$ cat config.mk
export PLATFORM = sky130hd
export DESIGN_NAME = cr_reader_adapter
export DESIGN_NICKNAME = d
export VERILOG_FILES = /design/src/rtl/cr_pkg.sv /design/src/rtl/cr_sync.sv /design/src/rtl/cr_col_counter.sv /design/src/rtl/cr_settle_timer.sv /design/src/rtl/cr_reader_adapter.sv
export SDC_FILE = /design/constraint.sdc
export NUM_CORES = 1
export LEC_CHECK = 0
export CAP_MARGIN = 20
export CORE_MARGIN = 10
export CORE_UTILIZATION = 40
export DETAILED_ROUTE_END_ITERATION = 6
export HOLD_SLACK_MARGIN = 0.08
export PLACE_DENSITY_LB_ADDON = 0.25
export REMOVE_ABC_BUFFERS = 1
export SYNTH_ARGS = -nofsm -noshare
export SYNTH_HDL_FRONTEND = slang
export SYNTH_SLANG_ARGS = --single-unit
$ cat constraint.sdc
create_clock -name clk -period 2.84 [get_ports clk]
set_input_delay 0.284 -clock clk [delete_from_list [all_inputs] [get_ports clk]]
set_output_delay 0.284 -clock clk [all_outputs]
set_load 0.05 [all_outputs]
$ cat src/rtl/cr_pkg.sv
package cr_pkg;
  typedef enum logic [2:0] {
    S_IDLE    = 3'd0,
    S_COLS    = 3'd1,
    S_TAIL_HI = 3'd2,
    S_TAIL_LO = 3'd3,
    S_SETTLE  = 3'd4,
    S_LAST    = 3'd5
  } cr_state_e;
endpackage

$ cat src/rtl/cr_sync.sv
module cr_sync #(
  parameter int W = 1
) (
  input  logic         clk,
  input  logic         rst,
  input  logic [W-1:0] d,
  output logic [W-1:0] q
);
  logic [W-1:0] meta;
  always_ff @(posedge clk) begin
    if (rst) begin
      meta <= '0;
      q    <= '0;
    end else begin
      meta <= d;
      q    <= meta;
    end
  end
endmodule

$ cat src/rtl/cr_col_counter.sv
module cr_col_counter #(
  parameter int COLS = 80,
  localparam int IW = $clog2(COLS)
) (
  input  logic          clk,
  input  logic          rst,
  input  logic          clr,
  input  logic          beat,
  output logic [IW-1:0] idx,
  output logic          last
);
  assign last = beat && (idx == IW'(COLS - 1));

  always_ff @(posedge clk) begin
    if (rst || clr) idx <= '0;
    else if (beat)  idx <= last ? '0 : idx + 1'b1;
  end

  // the index never leaves the column range
  a_r3_idx_range: assert property (@(posedge clk) disable iff (rst)
    idx < IW'(COLS));
endmodule

$ cat src/rtl/cr_settle_timer.sv
module cr_settle_timer #(
  parameter int CYC = 300000,
  localparam int CW = $clog2(CYC + 1)
) (
  input  logic clk,
  input  logic rst,
  input  logic start,
  output logic expired
);
  logic          active;
  logic [CW-1:0] cnt;

  always_ff @(posedge clk) begin
    if (rst) begin
      active  <= 1'b0;
      cnt     <= '0;
      expired <= 1'b0;
    end else begin
      expired <= 1'b0;
      if (start) begin
        active <= 1'b1;
        cnt    <= '0;
      end else if (active) begin
        if (cnt == CW'(CYC - 1)) begin
          active  <= 1'b0;
          expired <= 1'b1;
        end else begin
          cnt <= cnt + 1'b1;
        end
      end
    end
  end

  // expiry only follows a running interval
  a_r5_expiry_after_run: assert property (@(posedge clk) disable iff (rst)
    expired |-> $past(active));
endmodule

$ cat src/rtl/cr_reader_adapter.sv
module cr_reader_adapter
  import cr_pkg::*;
#(
  parameter int COLS       = 80,
  parameter int COL_W      = 12,
  parameter int SETTLE_CYC = 300000,
  localparam int IW = $clog2(COLS)
) (
  input  logic             clk,
  input  logic             rst,
  input  logic             rdr_ready,
  input  logic             rdr_busy,
  input  logic             rdr_hopper_empty,
  input  logic             rdr_col_strobe,
  input  logic [COL_W-1:0] rdr_col_data,
  output logic             rdr_pick,
  input  logic             op_start,
  input  logic             host_rd_req,
  output logic             host_done,
  output logic             host_deck_end,
  output logic             col_wr_valid,
  output logic [IW-1:0]    col_wr_idx,
  output logic [COL_W-1:0] col_wr_data,
  output logic [5:0]       status
);
  cr_state_e state;
  logic [4:0] raw_in, syn;
  logic rdy_s, busy_s, hop_s, stb_s, start_s;
  logic busy_prev, stb_prev, start_prev;
  logic col_rise, busy_fell, start_rise;
  logic hop_latch, err_nr, req_active;
  logic beat, col_last, settle_done;
  logic [IW-1:0] cur_idx;

  assign raw_in = {rdr_ready, rdr_busy, rdr_hopper_empty, rdr_col_strobe, op_start};

  cr_sync #(.W(5)) u_sync (.clk(clk), .rst(rst), .d(raw_in), .q(syn));
  assign {rdy_s, busy_s, hop_s, stb_s, start_s} = syn;

  always_ff @(posedge clk) begin
    if (rst) begin
      busy_prev  <= 1'b0;
      stb_prev   <= 1'b0;
      start_prev <= 1'b0;
    end else begin
      busy_prev  <= busy_s;
      stb_prev   <= stb_s;
      start_prev <= start_s;
    end
  end

  assign col_rise   = stb_s & ~stb_prev;
  assign busy_fell  = ~busy_s & busy_prev;
  assign start_rise = start_s & ~start_prev;
  assign beat       = (state == S_COLS) && col_rise;

  cr_col_counter #(.COLS(COLS)) u_cnt (
    .clk(clk), .rst(rst), .clr(state == S_IDLE), .beat(beat),
    .idx(cur_idx), .last(col_last)
  );

  cr_settle_timer #(.CYC(SETTLE_CYC)) u_settle (
    .clk(clk), .rst(rst), .start((state == S_TAIL_LO) && busy_fell),
    .expired(settle_done)
  );

  always_ff @(posedge clk) begin
    if (rst) begin
      state         <= S_IDLE;
      rdr_pick      <= 1'b0;
      host_done     <= 1'b0;
      host_deck_end <= 1'b0;
      col_wr_valid  <= 1'b0;
      col_wr_idx    <= '0;
      col_wr_data   <= '0;
      hop_latch     <= 1'b0;
      err_nr        <= 1'b0;
      req_active    <= 1'b0;
    end else begin
      rdr_pick      <= 1'b0;
      host_done     <= 1'b0;
      host_deck_end <= 1'b0;
      col_wr_valid  <= 1'b0;
      unique case (state)
        S_IDLE: if (host_rd_req) begin
          if (rdy_s) begin
            rdr_pick   <= 1'b1;
            err_nr     <= 1'b0;
            req_active <= 1'b1;
            state      <= S_COLS;
          end else begin
            err_nr <= 1'b1;
          end
        end
        S_COLS: if (beat) begin
          col_wr_valid <= 1'b1;
          col_wr_idx   <= cur_idx;
          col_wr_data  <= rdr_col_data;
          if (col_last) state <= S_TAIL_HI;
        end
        S_TAIL_HI: if (busy_s) state <= S_TAIL_LO;
        S_TAIL_LO: if (busy_fell) state <= S_SETTLE;
        S_SETTLE: if (settle_done) begin
          host_done  <= 1'b1;
          req_active <= 1'b0;
          if (hop_s) begin
            hop_latch <= 1'b1;
            state     <= S_LAST;
          end else begin
            state <= S_IDLE;
          end
        end
        S_LAST: if (start_rise) begin
          hop_latch     <= 1'b0;
          host_deck_end <= hop_s;
          state         <= S_IDLE;
        end
        default: state <= S_IDLE;
      endcase
    end
  end

  assign status = {state, hop_latch, err_nr, req_active};

  // reset always lands in idle with the hopper latch clear
  a_r1_reset_idle: assert property (@(posedge clk)
    rst |=> (state == S_IDLE && !hop_latch && !rdr_pick));
  // a pick is only issued when the synchronised ready was high
  a_r2_pick_ready: assert property (@(posedge clk) disable iff (rst)
    rdr_pick |-> $past(rdy_s));
  // the busy-high wait holds until busy is seen
  a_r4_tail_hold: assert property (@(posedge clk) disable iff (rst)
    (state == S_TAIL_HI && !busy_s) |=> state == S_TAIL_HI);
  // the settle timer only expires while settling
  a_r5_settle_only: assert property (@(posedge clk) disable iff (rst)
    settle_done |-> state == S_SETTLE);
  // done is a single-cycle pulse
  a_r6_done_pulse: assert property (@(posedge clk) disable iff (rst)
    host_done |=> !host_done);
  // last-card state is left only on a start edge
  a_r7_last_hold: assert property (@(posedge clk) disable iff (rst)
    (state == S_LAST && !start_rise) |=> (state == S_LAST && hop_latch));
endmodule

# Yosys cells after proc, flatten, opt, wreduce, memory -nomap -nowiden
# Cells that the tools add are included.
[totals] reg_bits=70 word_cells=97
[op_classes] n_bitwise=14 eq_ne=16 muxes=27 n_addsub=2 n_reduce_logical=19
[ops] op="two-way mux 3 bit" count=9
[ops] op="adder 19 x 1 -> 19 bit, second input constant" count=1
[ops] op="== test 19 bit, second input constant" count=1
[ops] op="case mux 3 bit (6 select lines)" count=1
[ops] op="two-way mux 1 bit" count=14
[ops] op="NOT 1 bit" count=11
[ops] op="inequality test 2 x 1 -> 1 bit, second input constant" count=5
[ops] op="OR reduction 3 bit" count=3
[ops] op="inequality test 2 bit, second input constant" count=4
[ops] op="AND reduction 4 bit" count=2
[ops] op="AND reduction 8 bit" count=1
[ops] op="adder 7 x 1 -> 7 bit, second input constant" count=1
[ops] op="== test 7 bit, second input constant" count=1
[ops] op="two-way mux 7 bit" count=1
[ops] op="== test 3 x 2 -> 1 bit, second input constant" count=2
[ops] op="== test 3 bit, second input constant" count=2
[ops] op="AND reduction 2 bit" count=3
[ops] op="OR reduction 2 bit" count=3
[ops] op="case mux 1 bit (2 select lines)" count=2
[ops] op="nonzero test 2 bit" count=2
[ops] op="bitwise AND 1 bit" count=3
[ops] op="== test 3 x 1 -> 1 bit, second input constant" count=1
[ops] op="logical AND 1 bit" count=3
[ops] op="logical NOT 3 bit" count=1
[ops] op="logical OR 1 bit" count=1

# Longest topological paths before layout
# Gate-level depths: netlist (run 1).
[logic_depth] ltp_word=7 ltp_mapped=6

# Modules after synthesis
# Synthesis (run 1) repeated with hierarchy kept, for this count alone.
[hier_totals] hier_cells=319 hier_area_um2=2895.3
[by_module_without_submodules] mod="cr_reader_adapter" instances=1 seq_area_each_um2=640.6 area_each_um2=1271.2 cells_per_inst=149
[by_module_without_submodules] mod="cr_settle_timer" instances=1 seq_area_each_um2=420.4 area_each_um2=1012.2 cells_per_inst=112
[by_module_without_submodules] mod="cr_col_counter" instances=1 seq_area_each_um2=140.1 area_each_um2=349.1 cells_per_inst=38
[by_module_without_submodules] mod="cr_sync" instances=1 seq_area_each_um2=200.2 area_each_um2=262.8 cells_per_inst=20

# Least setup slack after synthesis (run 1)
# Ideal clock, no wire load.
[synth_timing] kind="register -> register" from="reg state[2]" to="reg u_settle.cnt[3]" path_stages_with_launch=7 path_buffers=2 setup_time_ps=74 path_slack_ps=870 t_arrival_ps=1896 cell_sequence="dfxtp_1 -> clkbuf_2 -> and3b_1 -> a21o_1 -> clkbuf_1 -> a2111o_1 -> o21ai_0"
[synth_between] elab_chain_cells=3
[synth_rtl] item="from (decl)" line_no="cr_reader_adapter.sv:26" text="cr_state_e state;"
[synth_rtl] item="from (signal assigned)" line_no="cr_reader_adapter.sv:69" text="state <= S_IDLE;"
[synth_rtl] item="from (signal assigned)" line_no="cr_reader_adapter.sv:90" text="state <= S_COLS;"
[synth_rtl] item="from (signal assigned)" line_no="cr_reader_adapter.sv:99" text="if (col_last) state <= S_TAIL_HI;"
[synth_rtl] item="== test 3 x 2 -> 1 bit" line_no="cr_reader_adapter.sv:63" text=".clk(clk), .rst(rst), .start((state == S_TAIL_LO) && busy_fell),"
[synth_rtl] item="logical AND 1 bit" line_no="cr_reader_adapter.sv:63"
[synth_rtl] item="OR reduction 2 bit (no line)"
[synth_rtl] item="to (signal assigned)" line_no="cr_settle_timer.sv:28" text="cnt <= cnt + 1'b1;"
[synth_rtl] item="to (decl)" line_no="cr_settle_timer.sv:11" text="logic [CW-1:0] cnt;"
# Every way passes these cells.
# A chain may end at the register's enable or synchronous reset.

# Worst setup path after layout (run 1)
[layout_timing] from="reg state[0]" to="out status[3]"
[layout_lines] item="to (decl)" line_no="cr_reader_adapter.sv:24" text="output logic [5:0] status"
# No word-level cell between the ends.

==> run_results.csv, run 1 <==
group,metric,value,unit
place,post_dp_cell_area,3460,um^2
power_and_ir_drop,power.total,1.96,mW
clocking,cts_tree,"built",
yosys,synth_flop_cell,"dfxtp_1",
die,die_area,11100,um^2
power_and_ir_drop,p_leak,1.20,nW
clocking,hold_buffers,0,
power_and_ir_drop,powerDensity,534,nW/um^2
power_and_ir_drop,combPwrFrac,0.068,
clocking,root_buffer,"clkbuf_8",
finish,nFillCells,687,
sta,slew_violations,0,
power_and_ir_drop,seq_power_share,0.515,
yosys,syn_avg_cell_area,8.84,um^2
yosys,ys_warn_count,0,
power_and_ir_drop,power.share.clock,0.417,
critical_path,cp_cell_sequence,"clkdlybuf4s50_1",
yosys,synth_top_area_cell,"dfxtp_1",
sta,rsz0062_at_grt,"false",
critical_path,arrival,1.83,ns
finish,multiInputGateArea,1410,um^2
power_and_ir_drop,ir_drop,0.374,mV
min_path,hold_class,"reg2reg",
run_status,status,"completed",
finish,stdcell_area,3660,um^2
die,num_rows,31,
global_routing,grt-ovfl-total,0,
critical_path,crit_family,"buffers and inverters",
finish,final_cell_count_no_fill,479,
clocking,clkSinkCount,70,
yosys,ys_seq_elements,70,
drt,drtAntennaViolNets,0,
sta,final.setup_skew,0.00738,ns
place,place_inst,463,
yosys,postSynthCellCount,330,
critical_path,crit_path_max_incr_delay,0.92,ns
clocking,h-tree-depth,3,
drt,drt-initial-drc-count,95,
finish,area_growth,25.6,%
global_routing,grt_pass1_vias,2242,
sta,period_share,0.744,
yosys,synth_edf_count,0,
die,die_height,105,um
critical_path,criticalPathCategory,"reg2out",
sta,setup_tns,0,ns
finish,final_cell_mix,"dfxtp_1, nand2_1, clkdlybuf4s50_1, a21oi_1, nor2_1",
yosys,synth_top_area_share,0.480,
power_and_ir_drop,p_int,1.51,mW
sta,tightest_slew,0.688,ns
power_and_ir_drop,sw_frac_of_total,0.230,
critical_path,crit_buf_inv,1,
global_routing,grt_antenna_before_repair,0,
finish,final_common_cell,"dfxtp_1",
die,initial_core_util,0.407,
finish,fin_util,0.511,
critical_path,crit_required,2.56,ns
finish,nets,397,
sta,finalHoldViolations,0,
clocking,cts_buffers,9,
global_routing,grtUsageTotal,0.119,
finish,antenna_cells,0,
yosys,ys_seq_area_frac,0.480,
clocking,cts_buffer_depth,2,
clocking,cts.clk_slew.worst_paths,0.07,ns
drt,viasPerCell,5.03,
yosys,synthDistinctLibCells,49,
clocking,clock_latency,0.34,ns
global_routing,grt_pass1_wl,10.9,mm
die,core,7180,um^2
drt,vias,2409,
place,gp_congestion,0.836,
place,numPortBuffers,48,
die,die_w,105,um
clocking,post_cts_buffers,0,
finish,seqCellArea,1400,um^2
finish,drive_gt1_frac,0.0737,
drt,dr.pass1.iters,5,
sta,setup_viol,0,
sta,period_needed,2.11,ns
critical_path,start_kind,"register",
yosys,async_flop_share,0,
place,dp_hpwl,4.45,mm
yosys,yosys-top-cells-area,"dfxtp_1, nand2_1, a21oi_1",
power_and_ir_drop,p_switching,450,uW
drt,avgRoutedWirePerCell,13.4,um
global_routing,grt_start_max_net_pins,26,
drt,drc,0,
sta,timing.fmax,474,MHz
critical_path,cp_slowest_cell,"clkdlybuf4s50_1",
die,io_pins,49,
yosys,synth_area,2920,um^2
critical_path,worstSetupEndpointType,"primary output",
drt,wirelength,6.42,mm
job,maxCapViolCount,0,
critical_path,worst-path-max-fanout,13,
sta,relSlewSlack,0.540,
clocking,cts-resized-gates,0,
kinds of logic after synthesis:
| logic type | share of synthesized area |
|---|---|
| simple gates | 0.291 |
| compound gates | 0.132 |
| fa+ha+maj | 0.00857 |
| xor+xnor | 0.0360 |
| mux | 0.0142 |
| flops | 0.480 |
| buf+inv | 0.0382 |
flip-flops by register name (all words and copies together) (netlist names):
name	cells
u_settle.cnt	19
col_wr_data	12
col_wr_idx	7
u_cnt.idx	7
u_sync.meta	5
u_sync.q	5
state	3
busy_prev	1
col_wr_valid	1
err_nr	1
hop_latch	1
host_deck_end	1
host_done	1
rdr_pick	1
req_active	1
start_prev	1
stb_prev	1
u_settle.active	1
u_settle.expired	1
synth_stat cells, types with 2 or more instances:
cell,count
a211oi_1,3
a21oi_1,35
a311oi_1,2
a31o_2,2
a31oi_1,2
and2_1,4
and3_1,4
buf_2,4
buf_4,4
clkbuf_1,9
dfxtp_1,70
ha_1,2
inv_1,6
mux2i_1,3
nand2_1,49
nand2b_1,7
nand3_1,14
nand3b_1,4
nand4_1,6
nand4bb_1,2
nor2_1,17
nor2b_1,16
nor3_1,7
nor3b_1,2
nor4_1,4
o21ai_0,9
o31ai_1,2
or3_1,9
or4_1,2
xnor2_1,7
xor2_1,5
path summary, 6_finish.rpt:
check / endpoint / cells after the start / start / slack [ns]
worst max-delay path: status[3] / 1 / state[0] / 0.73
worst min-delay path: u_sync.q[3] / 1 / u_sync.meta[3] / 0.44
worst max register to register: u_cnt.idx[4] / 4 / state[0] / 0.91
worst min register to register: u_sync.q[3] / 1 / u_sync.meta[3] / 0.44
cell type report:
type,instances,area share
timing repair buffer,52,0.139
inverter,6,0.00615
clock inverter,3,0.0116
sequential,70,0.382
multi-input combinational,236,0.383
clock buffer,13,0.0434
tap,99,0.0338
stage by stage:
step	hold WS [ns]	worst slack [ns]
2_1_floorplan	0.353	0.696
3_3_place_gp	0.417	0.967
3_5_place_dp	0.424	0.927
4_1_cts	0.441	0.716
5_1_grt	0.454	0.627
6_report	0.435	0.728
power groups by stage:
stage / sequential [mW] / combinational, mW / clock (mW)
after floorplan: 1.05 / 0.0429 / 0
after global placement: 1.03 / 0.133 / 0
after detailed placement: 1.03 / 0.134 / 0
after CTS: 1.01 / 0.135 / 0.839
after global routing: 1.01 / 0.146 / 0.876
final: 1.01 / 0.133 / 0.817
layer usage:
metal,up-vias,track usage,routed length [um]
li1,1237,-,-
met1,1114,0.146,2980
met2,50,0.176,2930
met3,8,0.0548,401
met4,0,0.0480,117
met5,-,0,0
Power figures use the tool's default switching activity.
==> inputs of run 2 (changes only) <==
==> constraint.sdc (replaced) <==
create_clock -name clk -period 1.95 [get_ports clk]
set_input_delay 0.195 -clock clk [delete_from_list [all_inputs] [get_ports clk]]
set_output_delay 0.195 -clock clk [all_outputs]
set_load 0.05 [all_outputs]
==> run_results.csv, run 2 (same netlist as run 1, synthesis figures left out) <==
group,metric,value,unit
run_status,status,"completed",
finish,multiInputGateArea,1410,um^2
finish,nFillCells,687,
clocking,hold_buffers,0,
finish,final_common_cell,"dfxtp_1",
finish,final_cell_mix,"dfxtp_1, nand2_1, clkdlybuf4s50_1, a21oi_1",
die,io_pins,49,
sta,setup_tns,0,ns
sta,final.setup_skew,0.00596,ns
sta,relSlewSlack,0.643,
finish,nets,407,
drt,drtAntennaViolNets,0,
min_path,hold_class,"in2reg",
clocking,cts_buffers,9,
power_and_ir_drop,p_leak,1.27,nW
sta,period_share,0.922,
global_routing,grt_pass1_wl,11.0,mm
job,maxCapViolCount,0,
sta,timing.fmax,556,MHz
die,initial_core_util,0.407,
finish,largest_reg_flops,19,
critical_path,worstSetupEndpointType,"register",
place,dp_worst_setup_slack,0.108,ns
finish,final_cell_count_no_fill,488,
critical_path,worst-path-max-fanout,8,
critical_path,worst_r2r_path_depth,4,
clocking,cts_buffer_depth,2,
finish,area_growth,28.5,%
sta,slew_violations,0,
place,dp_hpwl,4.70,mm
critical_path,criticalPathCategory,"reg2reg",
die,die_w,105,um
finish,seqCellArea,1400,um^2
global_routing,grt_pass1_vias,2364,
clocking,root_buffer,"clkbuf_8",
drt,viasPerCell,5.02,
die,num_rows,31,
place,numPortBuffers,48,
sta,rsz0062_at_grt,"false",
sta,finalHoldViolations,0,
min_path,worstHoldPathCells,3,
power_and_ir_drop,powerDensity,780,nW/um^2
finish,largest_register,"u_settle.cnt",
clocking,cts.clk_slew.worst_paths,0.07,ns
power_and_ir_drop,ir_drop,0.428,mV
drt,vias,2451,
finish,drive_gt1_frac,0.113,
clocking,h-tree-depth,3,
clocking,cts_tree,"built",
sta,setup_viol,0,
critical_path,arrival,2.05,ns
global_routing,grtUsageTotal,0.119,
global_routing,grt-ovfl-total,0,
finish,reg.largest.list,"u_settle.cnt (19), col_wr_data (12)",
min_path,hold_path_end,"col_wr_data[4]",
clocking,clkSinkCount,70,
clocking,clock_latency,0.34,ns
drt,drt-initial-drc-count,99,
die,die_height,105,um
critical_path,rr_startpoint,"u_settle.cnt[5]",
drt,avgRoutedWirePerCell,13.1,um
critical_path,start_kind,"register",
die,core,7180,um^2
die,die_area,11100,um^2
critical_path,r2r_end,"u_settle.cnt[4]",
drt,wirelength,6.42,mm
critical_path,ff2ff_setup_slack,0.15,ns
drt,dr.pass1.iters,4,
global_routing,grt_antenna_before_repair,0,
sta,tightest_slew,0.534,ns
critical_path,crit_required,2.20,ns
drt,drc,0,
place,place_inst,473,
place,gp_congestion,0.860,
min_path,hold_start,"rdr_col_data[4]",
sta,period_needed,1.80,ns
finish,antenna_cells,0,
global_routing,grt_start_max_net_pins,39,
sta,finalWorstSetupSlack,0.153,ns
finish,fin_util,0.522,
run 2: routing by layer:
metal / share of wire / wire length, um / track usage
met3: 0.056 / 360 / 0.0481
met1: 0.46 / 2950 / 0.138
met4: 0.015 / 99 / 0.0441
met2: 0.47 / 3000 / 0.192
met5: 0 / 0 / 0
run 2: worst max-delay path: stages (launching register included):
cell      delay (ns)
dfxtp_1         0.36
or4b_4          0.56
nor4_4          0.37
a21oi_2         0.16
a311oi_2        0.27
run 2: report_power, final:
part | internal (mW) | switching, mW | total (mW)
registers | 1.45 | 0.0107 | 1.46
logic | 0.0926 | 0.117 | 0.210
clock network | 0.712 | 0.540 | 1.25
total | 2.26 | 0.667 | 2.92
run 2: metrics by stage:
stage                     hold WS (ns)  power, mW  area (um^2)
after floorplan                  0.264       1.60         2830
after global placement           0.419       1.70         3530
after detailed placement         0.429       1.70         3530
after CTS                        0.373       2.96         3740
after global routing             0.387       3.05         3750
final                            0.397       2.92         3750
run 2: repair_timing:
item                                    4_1_cts  5_1_grt
buffers inserted                              0        0
endpoints found under the setup margin        0        4
resized for setup                             0        2
run 2: how the worst max path moves through the flow:
stage                                  end  slack, ns  cells past startpoint       startpoint
final                      u_settle.cnt[4]       0.15                      4  u_settle.cnt[5]
after global routing      u_settle.cnt[16]       0.02                      5  u_settle.cnt[0]
after CTS                 u_settle.cnt[16]       0.08                      5  u_settle.cnt[0]
after detailed placement  u_settle.cnt[16]       0.11                      5  u_settle.cnt[0]
after global placement    u_settle.cnt[16]       0.15                      5  u_settle.cnt[0]
after floorplan               u_cnt.idx[1]      -0.19                      4         state[0]
run 2: final cells by class:
cell class | count | share of cell area
inverters | 6 | 0.00601
multi-input cells | 236 | 0.376
repair buffers | 62 | 0.154
flip-flops and latches | 70 | 0.374
clock buffers | 9 | 0.0330
clock inverters | 6 | 0.0234
well taps | 99 | 0.0330
